File: config.mk
export PLATFORM = sky130hd
export DESIGN_NAME = rom_reconfig_seq
export DESIGN_NICKNAME = d
export VERILOG_FILES = /design/src/rtl/rs_pkg.sv /design/src/rtl/rs_classify.sv /design/src/rtl/rs_addr_gen.sv /design/src/rtl/rs_ctrl.sv /design/src/rtl/rom_reconfig_seq.sv
export SDC_FILE = /design/constraint.sdc
export NUM_CORES = 1
export LEC_CHECK = 0
export CAP_MARGIN = 10
export CORE_ASPECT_RATIO = 1.4
export CORE_UTILIZATION = 40
export DETAILED_ROUTE_END_ITERATION = 7
export DONT_BUFFER_PORTS = 1
export HOLD_SLACK_MARGIN = 0.12
export PLACE_DENSITY_LB_ADDON = 0.05
export SETUP_SLACK_MARGIN = 0.1
export SYNTH_ARGS = -nofsm -noshare
export SYNTH_HDL_FRONTEND = slang
export SYNTH_SLANG_ARGS = --single-unit
File: constraint.sdc
create_clock -name clk -period 3.9 [get_ports clk]
set_input_delay 0.195 -clock clk [delete_from_list [all_inputs] [get_ports clk]]
set_output_delay 0.195 -clock clk [all_outputs]
set_load 0.02 [all_outputs]
File: src/rtl/rs_pkg.sv
package rs_pkg;

    typedef enum logic [2:0] {
        ST_IDLE,
        ST_ISSUE,
        ST_EVAL,
        ST_SEND,
        ST_DONE,
        ST_FAIL
    } seq_state_t;

    typedef enum logic [1:0] {
        WK_DATA,
        WK_START,
        WK_END
    } word_kind_t;

endpackage

File: src/rtl/rs_classify.sv
module rs_classify
    import rs_pkg::*;
#(
    parameter int                DATA_W     = 32,
    parameter logic [DATA_W-1:0] START_MARK = 'h3E,
    parameter logic [DATA_W-1:0] END_MARK   = 'h3F
) (
    input  logic [DATA_W-1:0] word,
    input  logic              mark_en,
    output word_kind_t        kind
);

    localparam logic [DATA_W-1:0] ALL_ONES = '1;

    always_comb begin
        kind = WK_DATA;
        if (mark_en) begin
            if (word == END_MARK)        kind = WK_END;
            else if (word == START_MARK) kind = WK_START;
        end else if (word == ALL_ONES) begin
            kind = WK_END;
        end
    end

endmodule

File: src/rtl/rs_addr_gen.sv
module rs_addr_gen #(
    parameter int ROM_DEPTH = 128,
    parameter int BASE_MAX  = 0,
    parameter int BASE_DOWN = 64,
    parameter int ADDR_W    = 7,
    parameter int CNT_W     = 8
) (
    input  logic              clk,
    input  logic              rst_n,
    input  logic              load,
    input  logic              sel_down,
    input  logic              adv,
    output logic [ADDR_W-1:0] addr,
    output logic              limit_hit
);

    localparam logic [ADDR_W-1:0] BASE_M = ADDR_W'(BASE_MAX);
    localparam logic [ADDR_W-1:0] BASE_D = ADDR_W'(BASE_DOWN);
    localparam logic [CNT_W-1:0]  LIMIT  = CNT_W'(ROM_DEPTH);

    logic [CNT_W-1:0] rd_cnt;

    always_ff @(posedge clk) begin
        if (!rst_n) begin
            addr   <= '0;
            rd_cnt <= '0;
        end else if (load) begin
            addr   <= sel_down ? BASE_D : BASE_M;
            rd_cnt <= '0;
        end else if (adv) begin
            addr   <= addr + 1'b1;
            rd_cnt <= rd_cnt + 1'b1;
        end
    end

    assign limit_hit = (rd_cnt == LIMIT);

    // the selected base appears right after a load
    p_base_load_r1: assert property (@(posedge clk) disable iff (!rst_n)
        load |=> addr == ($past(sel_down) ? BASE_D : BASE_M));

    // the word counter never passes the depth limit
    p_cnt_bound_r7: assert property (@(posedge clk) disable iff (!rst_n)
        rd_cnt <= LIMIT);

endmodule

File: src/rtl/rs_ctrl.sv
module rs_ctrl
    import rs_pkg::*;
(
    input  logic       clk,
    input  logic       rst_n,
    input  logic       start,
    input  logic       mark_en,
    input  logic       dual_rec,
    input  word_kind_t kind,
    input  logic       limit_hit,
    input  logic       out_ready,
    output logic       load,
    output logic       adv,
    output logic       lat_en,
    output logic       mark_q,
    output logic       out_valid,
    output logic       busy,
    output logic       done,
    output logic       err
);

    seq_state_t state, nxt;
    logic       dual_q;
    logic       need_start;
    logic       second;

    always_ff @(posedge clk) begin
        if (!rst_n) begin
            state      <= ST_IDLE;
            mark_q     <= 1'b0;
            dual_q     <= 1'b0;
            need_start <= 1'b0;
            second     <= 1'b0;
        end else begin
            state <= nxt;
            if (load) begin
                mark_q     <= mark_en;
                dual_q     <= dual_rec;
                need_start <= mark_en;
                second     <= 1'b0;
            end else if (state == ST_EVAL && adv) begin
                if (need_start) begin
                    need_start <= 1'b0;
                end else begin
                    second     <= 1'b1;
                    need_start <= mark_q;
                end
            end
        end
    end

    always_comb begin
        nxt    = state;
        load   = 1'b0;
        adv    = 1'b0;
        lat_en = 1'b0;
        unique case (state)
            ST_IDLE, ST_DONE, ST_FAIL: begin
                if (start) begin
                    load = 1'b1;
                    nxt  = ST_ISSUE;
                end
            end
            ST_ISSUE: nxt = limit_hit ? ST_FAIL : ST_EVAL;
            ST_EVAL: begin
                if (need_start) begin
                    if (kind == WK_START) begin
                        adv = 1'b1;
                        nxt = ST_ISSUE;
                    end else begin
                        nxt = ST_FAIL;
                    end
                end else if (kind == WK_END) begin
                    if (dual_q && !second) begin
                        adv = 1'b1;
                        nxt = ST_ISSUE;
                    end else begin
                        nxt = ST_DONE;
                    end
                end else begin
                    lat_en = 1'b1;
                    nxt    = ST_SEND;
                end
            end
            ST_SEND: begin
                if (out_ready) begin
                    adv = 1'b1;
                    nxt = ST_ISSUE;
                end
            end
            default: nxt = ST_IDLE;
        endcase
    end

    always_comb begin
        out_valid = (state == ST_SEND);
        busy      = (state == ST_ISSUE) || (state == ST_EVAL) || (state == ST_SEND);
        done      = (state == ST_DONE);
        err       = (state == ST_FAIL);
    end

    // completion flags hold until a new start
    p_sticky_done_r9: assert property (@(posedge clk) disable iff (!rst_n)
        done && !start |=> done);
    p_sticky_err_r9: assert property (@(posedge clk) disable iff (!rst_n)
        err && !start |=> err);

    // the latched format is untouched during a walk
    p_busy_ignore_r8: assert property (@(posedge clk) disable iff (!rst_n)
        busy && start |=> $stable(mark_q) && $stable(dual_q));

    // a wrong word where an opening marker belongs aborts the walk
    p_missing_start_r6: assert property (@(posedge clk) disable iff (!rst_n)
        (state == ST_EVAL) && need_start && (kind != WK_START) |=> err);

    // the first closing word of a two-record profile keeps the walk going
    p_dual_continue_r3: assert property (@(posedge clk) disable iff (!rst_n)
        (state == ST_EVAL) && !need_start && (kind == WK_END) && dual_q && !second
        |=> busy && !done);

endmodule

File: src/rtl/rom_reconfig_seq.sv
module rom_reconfig_seq
    import rs_pkg::*;
#(
    parameter int                DATA_W     = 32,
    parameter int                ROM_DEPTH  = 128,
    parameter int                BASE_MAX   = 0,
    parameter int                BASE_DOWN  = 64,
    parameter logic [DATA_W-1:0] START_MARK = 'h3E,
    parameter logic [DATA_W-1:0] END_MARK   = 'h3F,
    localparam int               ADDR_W     = $clog2(ROM_DEPTH)
) (
    input  logic              clk,
    input  logic              rst_n,
    input  logic              start,
    input  logic              sel_down,
    input  logic              mark_en,
    input  logic              dual_rec,
    output logic [ADDR_W-1:0] rom_addr,
    input  logic [DATA_W-1:0] rom_rdata,
    output logic              out_valid,
    input  logic              out_ready,
    output logic [DATA_W-1:0] out_data,
    output logic              busy,
    output logic              done,
    output logic              err
);

    localparam int CNT_W = $clog2(ROM_DEPTH + 1);

    word_kind_t        kind;
    logic              load, adv, lat_en, mark_q, limit_hit;
    logic [DATA_W-1:0] data_q;

    rs_classify #(
        .DATA_W    (DATA_W),
        .START_MARK(START_MARK),
        .END_MARK  (END_MARK)
    ) u_classify (
        .word   (rom_rdata),
        .mark_en(mark_q),
        .kind   (kind)
    );

    rs_addr_gen #(
        .ROM_DEPTH(ROM_DEPTH),
        .BASE_MAX (BASE_MAX),
        .BASE_DOWN(BASE_DOWN),
        .ADDR_W   (ADDR_W),
        .CNT_W    (CNT_W)
    ) u_addr (
        .clk      (clk),
        .rst_n    (rst_n),
        .load     (load),
        .sel_down (sel_down),
        .adv      (adv),
        .addr     (rom_addr),
        .limit_hit(limit_hit)
    );

    rs_ctrl u_ctrl (
        .clk      (clk),
        .rst_n    (rst_n),
        .start    (start),
        .mark_en  (mark_en),
        .dual_rec (dual_rec),
        .kind     (kind),
        .limit_hit(limit_hit),
        .out_ready(out_ready),
        .load     (load),
        .adv      (adv),
        .lat_en   (lat_en),
        .mark_q   (mark_q),
        .out_valid(out_valid),
        .busy     (busy),
        .done     (done),
        .err      (err)
    );

    always_ff @(posedge clk) begin
        if (!rst_n)      data_q <= '0;
        else if (lat_en) data_q <= rom_rdata;
    end

    assign out_data = data_q;

    // a stalled word and its address hold until accepted
    p_hold_word_r5: assert property (@(posedge clk) disable iff (!rst_n)
        out_valid && !out_ready |=> out_valid && $stable(out_data) && $stable(rom_addr));

endmodule

==> results.toml <==
[timing]
setup_tns_ns = 0
worst_pin_slew_ns = 1.22
hold_viol_final = 0
clock.fmax_ghz = 0.375
slew_violations = 0
max_slew_margin = 0.181
post-route-period-util = 0.685
grt_setup_unrepaired = "no"
final.setup_skew_ns = 0.0104
period_minus_slack_ns = 2.67
setup_ws_ns = 1.23
setup_viol = 0

[power]
powerDensity_nw_per_um2 = 427
leakagePower_uw = 0.000993
irDropWorstVdd_uv = 234

[synthesis]
synth_edf_count = 0
postSynth.asyncResetShare = 0
avgSynthCellArea_um2 = 9.47
synth_flop_cell = "dfxtp_1"
yosysUniqueCellTypes = 41
syn_inst = 264
synth.area.top_cells = "dfxtp_1 (43%), mux2i_1 (14%), nor2b_1 (9.5%)"
ys_seq_area_frac = 0.432
synth_seq_cells = 54
synth_top_area_share = 0.432
synth_fp_nets = 306
yosysWarnings = 0
post_synth_instance_area_um2 = 2500
yosysTopAreaCell = "dfxtp_1"
synth_common_cells = "dfxtp_1 (54), nor2b_1 (38), mux2i_1 (36)"
yosys.cell_count.top_type = "dfxtp_1"

[global_route]
grt_pass1_vias = 2059
grt_pass1_wl_mm = 9.67
grt_max_degree = 40
grt-ovfl-total = 0
grt_usage = 0.196
grt_antenna_before_repair = 0

[final_layout]
nets = 336
antenna_cells = 0
drive_gt1_frac = 0.0441
areaGrowthSynthToFinish_pct = 21.2

[clocking]
clk_pin_slew_ns = 0.10
postCtsSetupBuffers = 0
cts_tree = "done"
post_cts_resized = 0
cts-root-buf = "clkbuf_8"
clk_latency_ns = 0.30
cts.sinks = 54
cts_buffer_depth = 2
cts_buffers = 5
htreeDepth = 2

[worst_setup_path]
crit_path_end_kind = "register"
setup.worst_path.start_class = "register"
cp_max_fo = 20
crit_arrival_ns = 2.91
path_class = "reg2reg"
cp.required_ns = 4.14

[place]
io_buffers = 0
dp_slack_ns = 1.23
gp_congestion = 0.777
dp_hpwl_mm = 4.12

[die]
rows = 33
die_x_um = 68.8
io-pin-count = 82
fp.dieH_um = 95.5
start_util = 0.420
core_region_area_um2 = 5950
die_area_um2 = 6570

[detailed_routing]
initialDrtViolationCount = 101
antenna_left = 0
first_pass_iters = 4
wirelength_mm = 6.11
avgRoutedWirePerCell_um = 16.7
avgViaCountPerCell = 5.47
vias = 1996
drc_errors = 0

[min_path]
hold_class = "in2reg"

[run_status]
status = "finished, final reports clean"

[run]
cap_viol_max_count = 0
-- cell type report --
| class | instances | area, um^2 |
|---|---|---|
| Multi-Input combinational cell | 190 | 1350 |
| Sequential cell | 54 | 1080 |
| Fill cell | 565 | 2920 |
| Clock inverter | 2 | 37.5 |
| Clock buffer | 6 | 72.6 |
| Tap cell | 70 | 87.6 |
| Inverter | 6 | 22.5 |
| Timing Repair Buffer | 37 | 378 |
-- report_power, final --
group          internal (uW)  switching [uW]  leakage (uW)
Sequential               596            88.0      0.000438
Combinational            116             116      0.000504
Clock                    192             185     0.0000514
Total                    904             389      0.000993
-- routing by layer --
layer	up-vias	share of wire	track usage
met4	0	0.015	0.0646
met2	60	0.52	0.354
met5	-	0	0
li1	999	-	-
met3	6	0.062	0.0574
met1	931	0.40	0.213
-- worst paths after layout --
path | from | to | slack [ns] | depth (start not counted)
worst min register to register | u_ctrl.second | u_ctrl.second | 0.51 | 1
worst max-delay path | u_ctrl.mark_q | u_addr.rd_cnt[5] | 1.23 | 7
worst min-delay path | out_ready | u_ctrl.state[1] | 0.16 | 3
worst max register to register | u_ctrl.mark_q | u_addr.rd_cnt[5] | 1.23 | 7
-- logic make-up (layout without fill, tap and decap cells) --
group	count (synthesis)	in the layout	synth area share
fa+ha+maj	3	3	0.0150
compound gates	40	40	0.0976
buf+inv	20	51	0.0325
xor+xnor	4	4	0.0140
mux	36	36	0.144
simple gates	107	107	0.264
flops	54	54	0.432
-- stage by stage --
stage / hold WS, ns / cell area [um^2] / power [uW] / utilization / instances
2_1_floorplan: 0.354 / 2500 / 857 / - / 264
4_1_cts: 0.148 / 3030 / 1320 / 0.510 / 365
3_5_place_dp: 0.330 / 2550 / 893 / 0.429 / 321
6_report: 0.164 / 3030 / 1290 / 0.510 / 365
5_1_grt: 0.154 / 3030 / 1360 / 0.510 / 365
3_3_place_gp: 0.325 / 2550 / 892 / 0.429 / 321
-- critical path, cell delays in order (launching register included) --
cell	delay (ns)
dfxtp_1	0.38
or4b_1	0.47
nor4_2	0.14
nand4b_1	0.16
a211oi_1	0.42
o31ai_2	0.32
or4_1	0.58
a21oi_1	0.15
-- cells in the final DEF, fill, tap and decap left out, types with 3 or more instances in the layout --
cell / Yosys / layout
inv_1: 6 / 6
and2_1: 6 / 6
a21oi_1: 16 / 16
o21a_1: 3 / 3
nor2_1: 11 / 11
nand3_1: 6 / 6
nor2b_1: 38 / 38
clkbuf_8: 0 / 5
mux2i_1: 36 / 36
dlygate4sd3_1: 0 / 35
nand2_1: 6 / 6
nor4_1: 6 / 6
o21ai_0: 10 / 10
ha_1: 3 / 3
nand4_1: 8 / 8
dfxtp_1: 54 / 54
or3_1: 8 / 8
-- state kept, by name, summed over array words and instances, names as in the netlist --
name	count
u_addr.addr	7
u_ctrl.state	3
out_data	32
u_ctrl.need_start	1
u_ctrl.mark_q	1
u_ctrl.second	1
u_ctrl.dual_q	1
u_addr.rd_cnt	8
-- what timing repair did --
| item | in CTS | in global routing |
|---|---|---|
| hold endpoints to repair | 39 | 0 |
| hold buffers | 36 | 0 |
| setup endpoints to repair | 0 | 0 |
(Power assumes the default switching activity.)
